$ cat src/rtl/ddr_rebuild_pkg.sv
`timescale 1ns/1ps
package ddr_rebuild_pkg;
  // depth of the rising path without the optional stage
  localparam int unsigned BASE_DEPTH  = 2;
  localparam int unsigned SYNC_STAGES = 2;

  typedef struct packed {
    logic odd_on_fall;
    logic extra_stage;
  } lane_cfg_t;

  function automatic int unsigned lane_depth(input logic extra);
    return extra ? BASE_DEPTH + 1 : BASE_DEPTH;
  endfunction
endpackage

$ cat src/rtl/ddr_rst_sync.sv
`timescale 1ns/1ps
module ddr_rst_sync #(
  parameter int unsigned STAGES = 2
) (
  input  logic clk,
  input  logic rst_n,
  output logic rst_sync_n
);
  logic [STAGES-1:0] chain_q;
  logic [STAGES-1:0] chain_d;

  always_comb chain_d = {chain_q[STAGES-2:0], 1'b1};

  always_ff @(posedge clk or negedge rst_n) begin
    if (!rst_n) chain_q <= '0;
    else        chain_q <= chain_d;
  end

  assign rst_sync_n = chain_q[STAGES-1];
endmodule

$ cat src/rtl/ddr_phase_capture.sv
`timescale 1ns/1ps
module ddr_phase_capture #(
  parameter int unsigned PINS = 5
) (
  input  logic            clk,
  input  logic            rst_n,
  input  logic            extra_stage,
  input  logic [PINS-1:0] din,
  output logic [PINS-1:0] rise_o,
  output logic [PINS-1:0] fall_o
);
  logic [PINS-1:0] rise_q, rise_x_q, fall_q, fall_rt_q;
  logic [PINS-1:0] rise_d, rise_x_d, fall_d, fall_rt_d;
  logic            cap_en;

  // capture runs every cycle; enable kept explicit for clock gating
  assign cap_en = 1'b1;

  always_comb begin
    rise_d    = din;
    fall_d    = din;
    fall_rt_d = fall_q;     // move low-phase bits to the rising domain
    rise_x_d  = rise_q;     // optional extra rising stage
  end

  always_ff @(posedge clk or negedge rst_n) begin
    if (!rst_n) begin
      rise_q    <= '0;
      rise_x_q  <= '0;
      fall_rt_q <= '0;
    end else if (cap_en) begin
      rise_q    <= rise_d;
      rise_x_q  <= rise_x_d;
      fall_rt_q <= fall_rt_d;
    end
  end

  always_ff @(negedge clk or negedge rst_n) begin
    if (!rst_n)      fall_q <= '0;
    else if (cap_en) fall_q <= fall_d;
  end

  always_comb begin
    rise_o = extra_stage ? rise_x_q : rise_q;
    fall_o = fall_rt_q;
  end
endmodule

$ cat src/rtl/ddr_phase_merge.sv
`timescale 1ns/1ps
module ddr_phase_merge #(
  parameter int unsigned PINS = 5
) (
  input  logic              clk,
  input  logic              rst_n,
  input  logic              odd_on_fall,
  input  logic [PINS-1:0]   rise_i,
  input  logic [PINS-1:0]   fall_i,
  output logic [2*PINS-1:0] word_o
);
  localparam int unsigned W = 2 * PINS;

  logic [W-1:0] pair_d, pair_q, out_q;

  for (genvar k = 0; k < PINS; k++) begin : g_pin
    assign pair_d[2*k+1] = odd_on_fall ? fall_i[k] : rise_i[k];
    assign pair_d[2*k]   = odd_on_fall ? rise_i[k] : fall_i[k];
  end

  // pair register, then one buffer stage before the port
  always_ff @(posedge clk or negedge rst_n) begin
    if (!rst_n) begin
      pair_q <= '0;
      out_q  <= '0;
    end else begin
      pair_q <= pair_d;
      out_q  <= pair_q;
    end
  end

  assign word_o = out_q;
endmodule

$ cat src/rtl/ddr_fill_track.sv
`timescale 1ns/1ps
module ddr_fill_track
  import ddr_rebuild_pkg::*;
(
  input  logic      clk,
  input  logic      rst_n,
  input  lane_cfg_t cfg_i,
  output logic      valid_o
);
  localparam int unsigned FILL_MAX = BASE_DEPTH + 2;
  localparam int unsigned CNT_W    = $clog2(FILL_MAX + 1);

  lane_cfg_t        cfg_q;
  logic [CNT_W-1:0] cnt_q, cnt_d, target;
  logic             cfg_chg, cnt_en;

  always_comb begin
    target  = CNT_W'(lane_depth(cfg_q.extra_stage) + 1);
    cfg_chg = (cfg_i != cfg_q);
    cnt_en  = (cnt_q != target);
    cnt_d   = cnt_q;
    if (cfg_chg)     cnt_d = '0;
    else if (cnt_en) cnt_d = cnt_q + 1'b1;
  end

  always_ff @(posedge clk or negedge rst_n) begin
    if (!rst_n) begin
      cfg_q <= '0;
      cnt_q <= '0;
    end else begin
      cfg_q <= cfg_i;
      cnt_q <= cnt_d;
    end
  end

  assign valid_o = (cnt_q == target);
endmodule

$ cat src/rtl/ddr_sample_rebuild.sv
`timescale 1ns/1ps
module ddr_sample_rebuild
  import ddr_rebuild_pkg::*;
#(
  parameter int unsigned NUM_CH = 4,
  parameter int unsigned PINS   = 5
) (
  input  logic                       clk,
  input  logic                       rst_n,
  input  logic [NUM_CH-1:0]          odd_on_fall,
  input  logic [NUM_CH-1:0]          extra_stage,
  input  logic [NUM_CH*PINS-1:0]     din,
  output logic [NUM_CH*2*PINS-1:0]   sample_o,
  output logic [NUM_CH-1:0]          valid_o
);
  localparam int unsigned SW = 2 * PINS;

  logic rst_int_n;

  ddr_rst_sync #(.STAGES(SYNC_STAGES)) u_rst_sync (
    .clk        (clk),
    .rst_n      (rst_n),
    .rst_sync_n (rst_int_n)
  );

  for (genvar c = 0; c < NUM_CH; c++) begin : g_lane
    logic [PINS-1:0] rise_w, fall_w;
    lane_cfg_t       cfg_w;

    assign cfg_w = {odd_on_fall[c], extra_stage[c]};

    ddr_phase_capture #(.PINS(PINS)) u_cap (
      .clk         (clk),
      .rst_n       (rst_int_n),
      .extra_stage (extra_stage[c]),
      .din         (din[c*PINS +: PINS]),
      .rise_o      (rise_w),
      .fall_o      (fall_w)
    );

    ddr_phase_merge #(.PINS(PINS)) u_merge (
      .clk         (clk),
      .rst_n       (rst_int_n),
      .odd_on_fall (odd_on_fall[c]),
      .rise_i      (rise_w),
      .fall_i      (fall_w),
      .word_o      (sample_o[c*SW +: SW])
    );

    ddr_fill_track u_fill (
      .clk     (clk),
      .rst_n   (rst_int_n),
      .cfg_i   (cfg_w),
      .valid_o (valid_o[c])
    );
  end
endmodule

$ cat config.mk
export PLATFORM = sky130hd
export DESIGN_NAME = ddr_sample_rebuild
export DESIGN_NICKNAME = d
export VERILOG_FILES = /design/src/rtl/ddr_rebuild_pkg.sv /design/src/rtl/ddr_rst_sync.sv /design/src/rtl/ddr_phase_capture.sv /design/src/rtl/ddr_phase_merge.sv /design/src/rtl/ddr_fill_track.sv /design/src/rtl/ddr_sample_rebuild.sv
export SDC_FILE = /design/constraint.sdc
export NUM_CORES = 1
export LEC_CHECK = 0
export ABC_CLOCK_PERIOD_IN_PS = 7500
export BUFFER_PORTS_ARGS = -buffer_cell sky130_fd_sc_hd__buf_2
export CAP_MARGIN = 5
export CORE_ASPECT_RATIO = 0.75
export CORE_MARGIN = 1
export CORE_UTILIZATION = 35
export DETAILED_ROUTE_END_ITERATION = 7
export SLEW_MARGIN = 20
export SYNTH_ARGS = -nofsm -noshare
export SYNTH_HDL_FRONTEND = slang
export SYNTH_SLANG_ARGS = --single-unit
$ cat constraint.sdc
create_clock -name clk -period 7.5 [get_ports clk]
set_input_delay 1.5 -clock clk [delete_from_list [all_inputs] [get_ports clk]]
set_output_delay 1.5 -clock clk [all_outputs]
set_load 0.02 [all_outputs]
After elaboration in Yosys (flattened, before gate mapping). Cells that the tools add are included. Widths: inputs -> output; s select.

Logic and storage cells: 117. Input port bits: 30. Register bits after elaboration: 182.

Mux-type cells: 56. Reduce and logical (&&, ||, !) cells: 4. Add/sub/neg operators: 8. Equality and inequality tests: 12.

Operator list (number): $mux 1 (44); $add 3x1->3 const B (8); $mux 3 (8); $mux 5 (4); $eq 3x3->1 (4); $ne 3x3->1 (4); $ne 2x2->1 (4); $reduce_bool 2->1 (4).

Depth between registers and ports, before layout.
Depth after elaboration: 5. Mapped depth: 4. Depth with buffers taken out: 4.

Modules after synthesis. A second synthesis with hierarchy kept.

Cells, all modules: 331. Area, all modules: 6020.8 µm².

By module, submodules not included: ddr_phase_merge (cells an instance 31, times used 4, area each 661.9 µm²); ddr_phase_capture (cells an instance 25, times used 4, area each 556.8 µm²); ddr_fill_track at g_lane[1].u_fill ... (cells an instance 26, times used 3, area each 275.3 µm²); ddr_fill_track at g_lane[0].u_fill (cells an instance 26, times used 1, area each 266.5 µm²); ddr_rst_sync (cells an instance 3, times used 1, area each 53.8 µm²).

==> impl.org <==
** Clock network
- Buffers from clock root to sink, at most :: 2
- Counting the buffers created by CTS gives 17.
- The number of setup buffers added after CTS is 0.
- Clock-pin slew was measured on the worst setup and hold paths at 0.07 ns.
- TritonCTS clock tree :: done
- Clock tree synthesis found a total of about 180 sinks.
- The clock reaches the later pin of the worst-skew pair after between 0.4 and 0.5 ns.
- CTS built an H-tree with a depth of 4.
- After clock tree synthesis, the flow added hold-fix buffers numbering 0.
- Clock root cell :: sky130_fd_sc_hd__clkbuf_16
- The number of gates resized after CTS was 0.

** Setup path
- Worst stage delay on the critical path :: around 0.11 ns
- The worst setup path is captured at a flop.
- The critical path is of the in2reg type.
- Crit start category :: input pin
- The signal on the critical path passes through buf_2.
- Required time of the critical path :: roughly 4.0 ns
- The slowest stage of the critical path is the sky130_fd_sc_hd__buf_2 cell.
- Number of buffer and inverter instances along the worst setup path :: 1
- Crit Path Max Fanout :: 2
- Family with the most delay on the worst path :: buffers and inverters
- Critical path origin :: din[11]
- Data arrives at the worst endpoint at roughly 1.6 ns.
- In this run the critical register-to-register path is launched from u_rst_sync.chain_q[1].

** Place
- The congestion estimate from routability-driven global placement came to around 0.67.
- Place WS :: 1.981 ns
- Buffers placed on the I/O ports in this run total 73.
- Placed wire-length estimate :: 5.975 mm

** Power and ir drop
- Net switching is 22.10% of the power.
- Clock Power Share :: between 40% and 50%
- Internal power comes to approximately 1.7 mW.
- In this run the static leakage power is about 3.3 nW.
- Of the total power, combinational logic draws 6.8%.
- Across the VDD grid, the largest voltage drop is 145.0 µV.
- Switching power :: just under 500 µW
- Sequential cells account for about 49% of the total power.
- Power density of the placed cells :: 306.4 nW/µm²

** Die
- Io pins :: 74
- The region available for standard cell placement spans 16320 µm².
- The die is about 120 µm tall.
- Number of standard-cell rows in the floorplan :: 40
- Die outline width :: approximately 150 µm
- Starting Density :: a little over a third
- Die area :: ~18000 µm²

** Cells and area
- The area growth from synthesis to layout is 20.49%.
- Antenna diode count :: 0
- Cells with a size suffix above 1 make up 39.09% of the layout.
- NumNets Final :: 461
- Registers take ~4600 µm².
- Area taken by multi-input logic gates :: 1280 µm²
- Fill cells in the final layout number ~1500.

** Logic synthesis
- Net count after synthesis :: 378
- Counting distinct cell types in the post-synthesis netlist gives 22.
- Yosys printed 0 warnings.
- Area fraction in and, or, nand and nor cells after synthesis :: around 3.1%
- After Yosys synthesis, full adders, half adders and majority gates account for 0.8398% of the synthesized area.
- sky130_fd_sc_hd__dfrtp_1 takes more of the synthesized area than any other cell.
- Mean Syn Cell Area :: 17.32 µm²
- In this run, synthesis produced a sequential element count of between 150 and 200.
- Yosys attributes the largest share of cell area to sky130_fd_sc_hd__dfrtp_1 68%, sky130_fd_sc_hd__dfrtn_1 8.4%, sky130_fd_sc_hd__mux2_2 7.6%.
- Synthesis produced a netlist whose cell count is ~340.
- Of the total synthesized cell area, the portion taken by XOR and XNOR cells is under 10%.
- Seq/Total Area, Yosys :: 76.42%
- Fraction of the mapped netlist area in compound gates :: under 10%
- Multiplexer share of the synthesized area :: between 10 and 15%
- The mapped netlist covers between 5000 and 6000 µm².
- Dominant combinational cell family by area after synthesis :: multiplexers
- The top cell type by area accounts for between 60% and 70% of the synthesized area.

** Drt
- The routed layout has about 2900 vias.
- In the routed layout, each cell is associated on average with a via count of approximately 4.4.
- DRC violations left :: 0
- For this block, the initial DRC count from the detailed router was 67.
- Summed over all nets, wire length on met2 after detailed routing comes to between 4 and 5 mm.
- Detailed-route wire length :: 9.007 mm
- Detailed-route wire length on metal 1 :: 4.064 mm
- In this run the remaining antenna-violating nets after routing total 0.
- WL per Instance :: about 14 µm
- Met3 Wirelength :: ~440 µm
- Uppermost signal routing layer after detailed routing :: met4
- Before antenna repair, the detailed router went through 6 iterations.

** STA
- The number of hold-slack violations in the final timing report is 0.
- Count of pins over their slew limit :: 0
- After routing, the total negative slack on setup checks comes to 0 ns.
- Worst setup slack after layout :: around 2.4 ns
- Setup repair after global routing left no endpoint under its margin.
- Setup violations remaining at the end of the flow were counted as 0.
- Final worst clock skew :: 0.02816 ns

** Hold path
- Path category of the worst min-delay check :: reg2async

** Global routing
- Congestion Overflow GR :: 0
- Overall fraction of global-route tracks in use :: 11.39%
- Number of antenna violations at the first check in global routing :: 0
- Wire length of the first global-routing pass :: about 15 mm
- Vias in the first global route :: just over 3000
- Entering global routing, the biggest net connects approximately 80 pins.

** Status
- The flow ran to the end, and the final reports show no timing, DRC or antenna violations.

** Job
- Max-cap violations in this run came to 0.
[flip-flops by register name, summed over array words and instances (netlist names)]
| signal | flops |
|---|---|
| g_lane.u_cap.fall_o | 20 |
| g_lane.u_cap.fall_q | 20 |
| g_lane.u_cap.rise_q | 20 |
| g_lane.u_cap.rise_x_q | 20 |
| g_lane.u_fill.cfg_q | 8 |
| g_lane.u_fill.cnt_q | 12 |
| g_lane.u_merge.pair_q | 40 |
| g_lane.u_merge.word_o | 40 |
| u_rst_sync.chain_q | 2 |
[per-layer routing]
layer,vias up,global-route usage (%)
li1,1322,-
met1,1468,13.54
met2,60,18.35
met3,12,4.938
met4,0,4.646
met5,-,0
[path summary, 6_finish.rpt]
check / depth (start not counted) / slack [ns] / to
min in group clk: 0 / 0.34 / g_lane[1].u_merge.word_o[8]
worst max register to register: 1 / 2.71 / g_lane[2].u_cap.fall_q[4]
worst min register to register: 0 / 0.28 / g_lane[0].u_cap.rise_q[3]
worst min-delay path: 0 / 0.28 / g_lane[0].u_cap.rise_q[3]
max in group asynchronous: 1 / 2.71 / g_lane[2].u_cap.fall_q[4]
worst max-delay path: 1 / 2.39 / g_lane[2].u_cap.fall_q[1]
[cells in the final DEF (no fill, tap or decap), types with 3 or more instances in the layout]
master                        n
sky130_fd_sc_hd__nand3b_1     4
sky130_fd_sc_hd__bufinv_16    5
sky130_fd_sc_hd__dfrtn_1     20
sky130_fd_sc_hd__nor2b_1      4
sky130_fd_sc_hd__nand2b_1     7
sky130_fd_sc_hd__inv_1        8
sky130_fd_sc_hd__nor3b_1      4
sky130_fd_sc_hd__buf_2       73
sky130_fd_sc_hd__clkbuf_16   17
sky130_fd_sc_hd__nand2_1     12
sky130_fd_sc_hd__mux2_4      20
sky130_fd_sc_hd__o311a_1      3
sky130_fd_sc_hd__a21oi_1     20
sky130_fd_sc_hd__o21ai_0      8
sky130_fd_sc_hd__xnor2_1      8
sky130_fd_sc_hd__dfrtp_1    161
sky130_fd_sc_hd__mux2_2      40
sky130_fd_sc_hd__o21ba_2      5
sky130_fd_sc_hd__ha_1         4
sky130_fd_sc_hd__inv_6        5
[Yosys cell counts]
library cell	number
sky130_fd_sc_hd__o21ba_2	5
sky130_fd_sc_hd__nand3b_1	4
sky130_fd_sc_hd__buf_6	4
sky130_fd_sc_hd__nor2b_1	4
sky130_fd_sc_hd__mux2_4	20
sky130_fd_sc_hd__nand2_1	12
sky130_fd_sc_hd__a21oi_1	20
sky130_fd_sc_hd__o311a_1	3
sky130_fd_sc_hd__nand2b_1	7
sky130_fd_sc_hd__conb_1	1
sky130_fd_sc_hd__dfrtn_1	20
sky130_fd_sc_hd__dfrtp_1	162
sky130_fd_sc_hd__buf_2	4
sky130_fd_sc_hd__mux2_2	40
sky130_fd_sc_hd__and2b_1	1
sky130_fd_sc_hd__o21ai_0	8
sky130_fd_sc_hd__nor2_1	1
sky130_fd_sc_hd__buf_4	4
sky130_fd_sc_hd__xnor2_1	8
sky130_fd_sc_hd__inv_1	8
sky130_fd_sc_hd__nor3b_1	4
sky130_fd_sc_hd__ha_1	4
[cells by family after synthesis]
group                      after synthesis
adders and majority gates                4
muxes                                   60
other                                    1
and+or+nand+nor                         33
buffers and inverters                   20
xor gates and xnor gates                 8
AOI/OAI and AO/OA                       36
DFF                                    182
[layout make-up]
cell class	instances	share of cell area (%)
clock buffer	19	6.029
sequential	182	63.48
multi-input combinational	142	17.83
inverter	8	0.4182
tap	210	3.659
clock inverter	13	3.014
timing repair buffer	76	5.576
[power groups by stage]
stage | Clock, mW | Combinational [mW] | Sequential (mW)
finish | 0.968 | 0.149 | 1.08
global route | 1.04 | 0.164 | 1.09
CTS | 0.997 | 0.152 | 1.09
detailed placement | 0 | 0.152 | 1.10
global placement | 0 | 0.146 | 1.10
floorplan | 0 | 0.0701 | 1.13
[per-stage QoR]
| stage | std cells | total power [mW] | utilization, % | hold WS, ns | instance area (µm²) |
|---|---|---|---|---|---|
| after global placement | 618 | 1.246 | 40.03 | 0.2839 | 6531 |
| after global routing | 650 | 2.295 | 44.01 | 0.3371 | 7181 |
| after floorplan | 344 | 1.199 | - | 0.3311 | 5961 |
| final | 650 | 2.200 | 44.01 | 0.2803 | 7181 |
| after detailed placement | 618 | 1.255 | 40.03 | 0.2957 | 6531 |
| after CTS | 650 | 2.234 | 44.01 | 0.3027 | 7181 |
(Power assumes the default switching activity.)
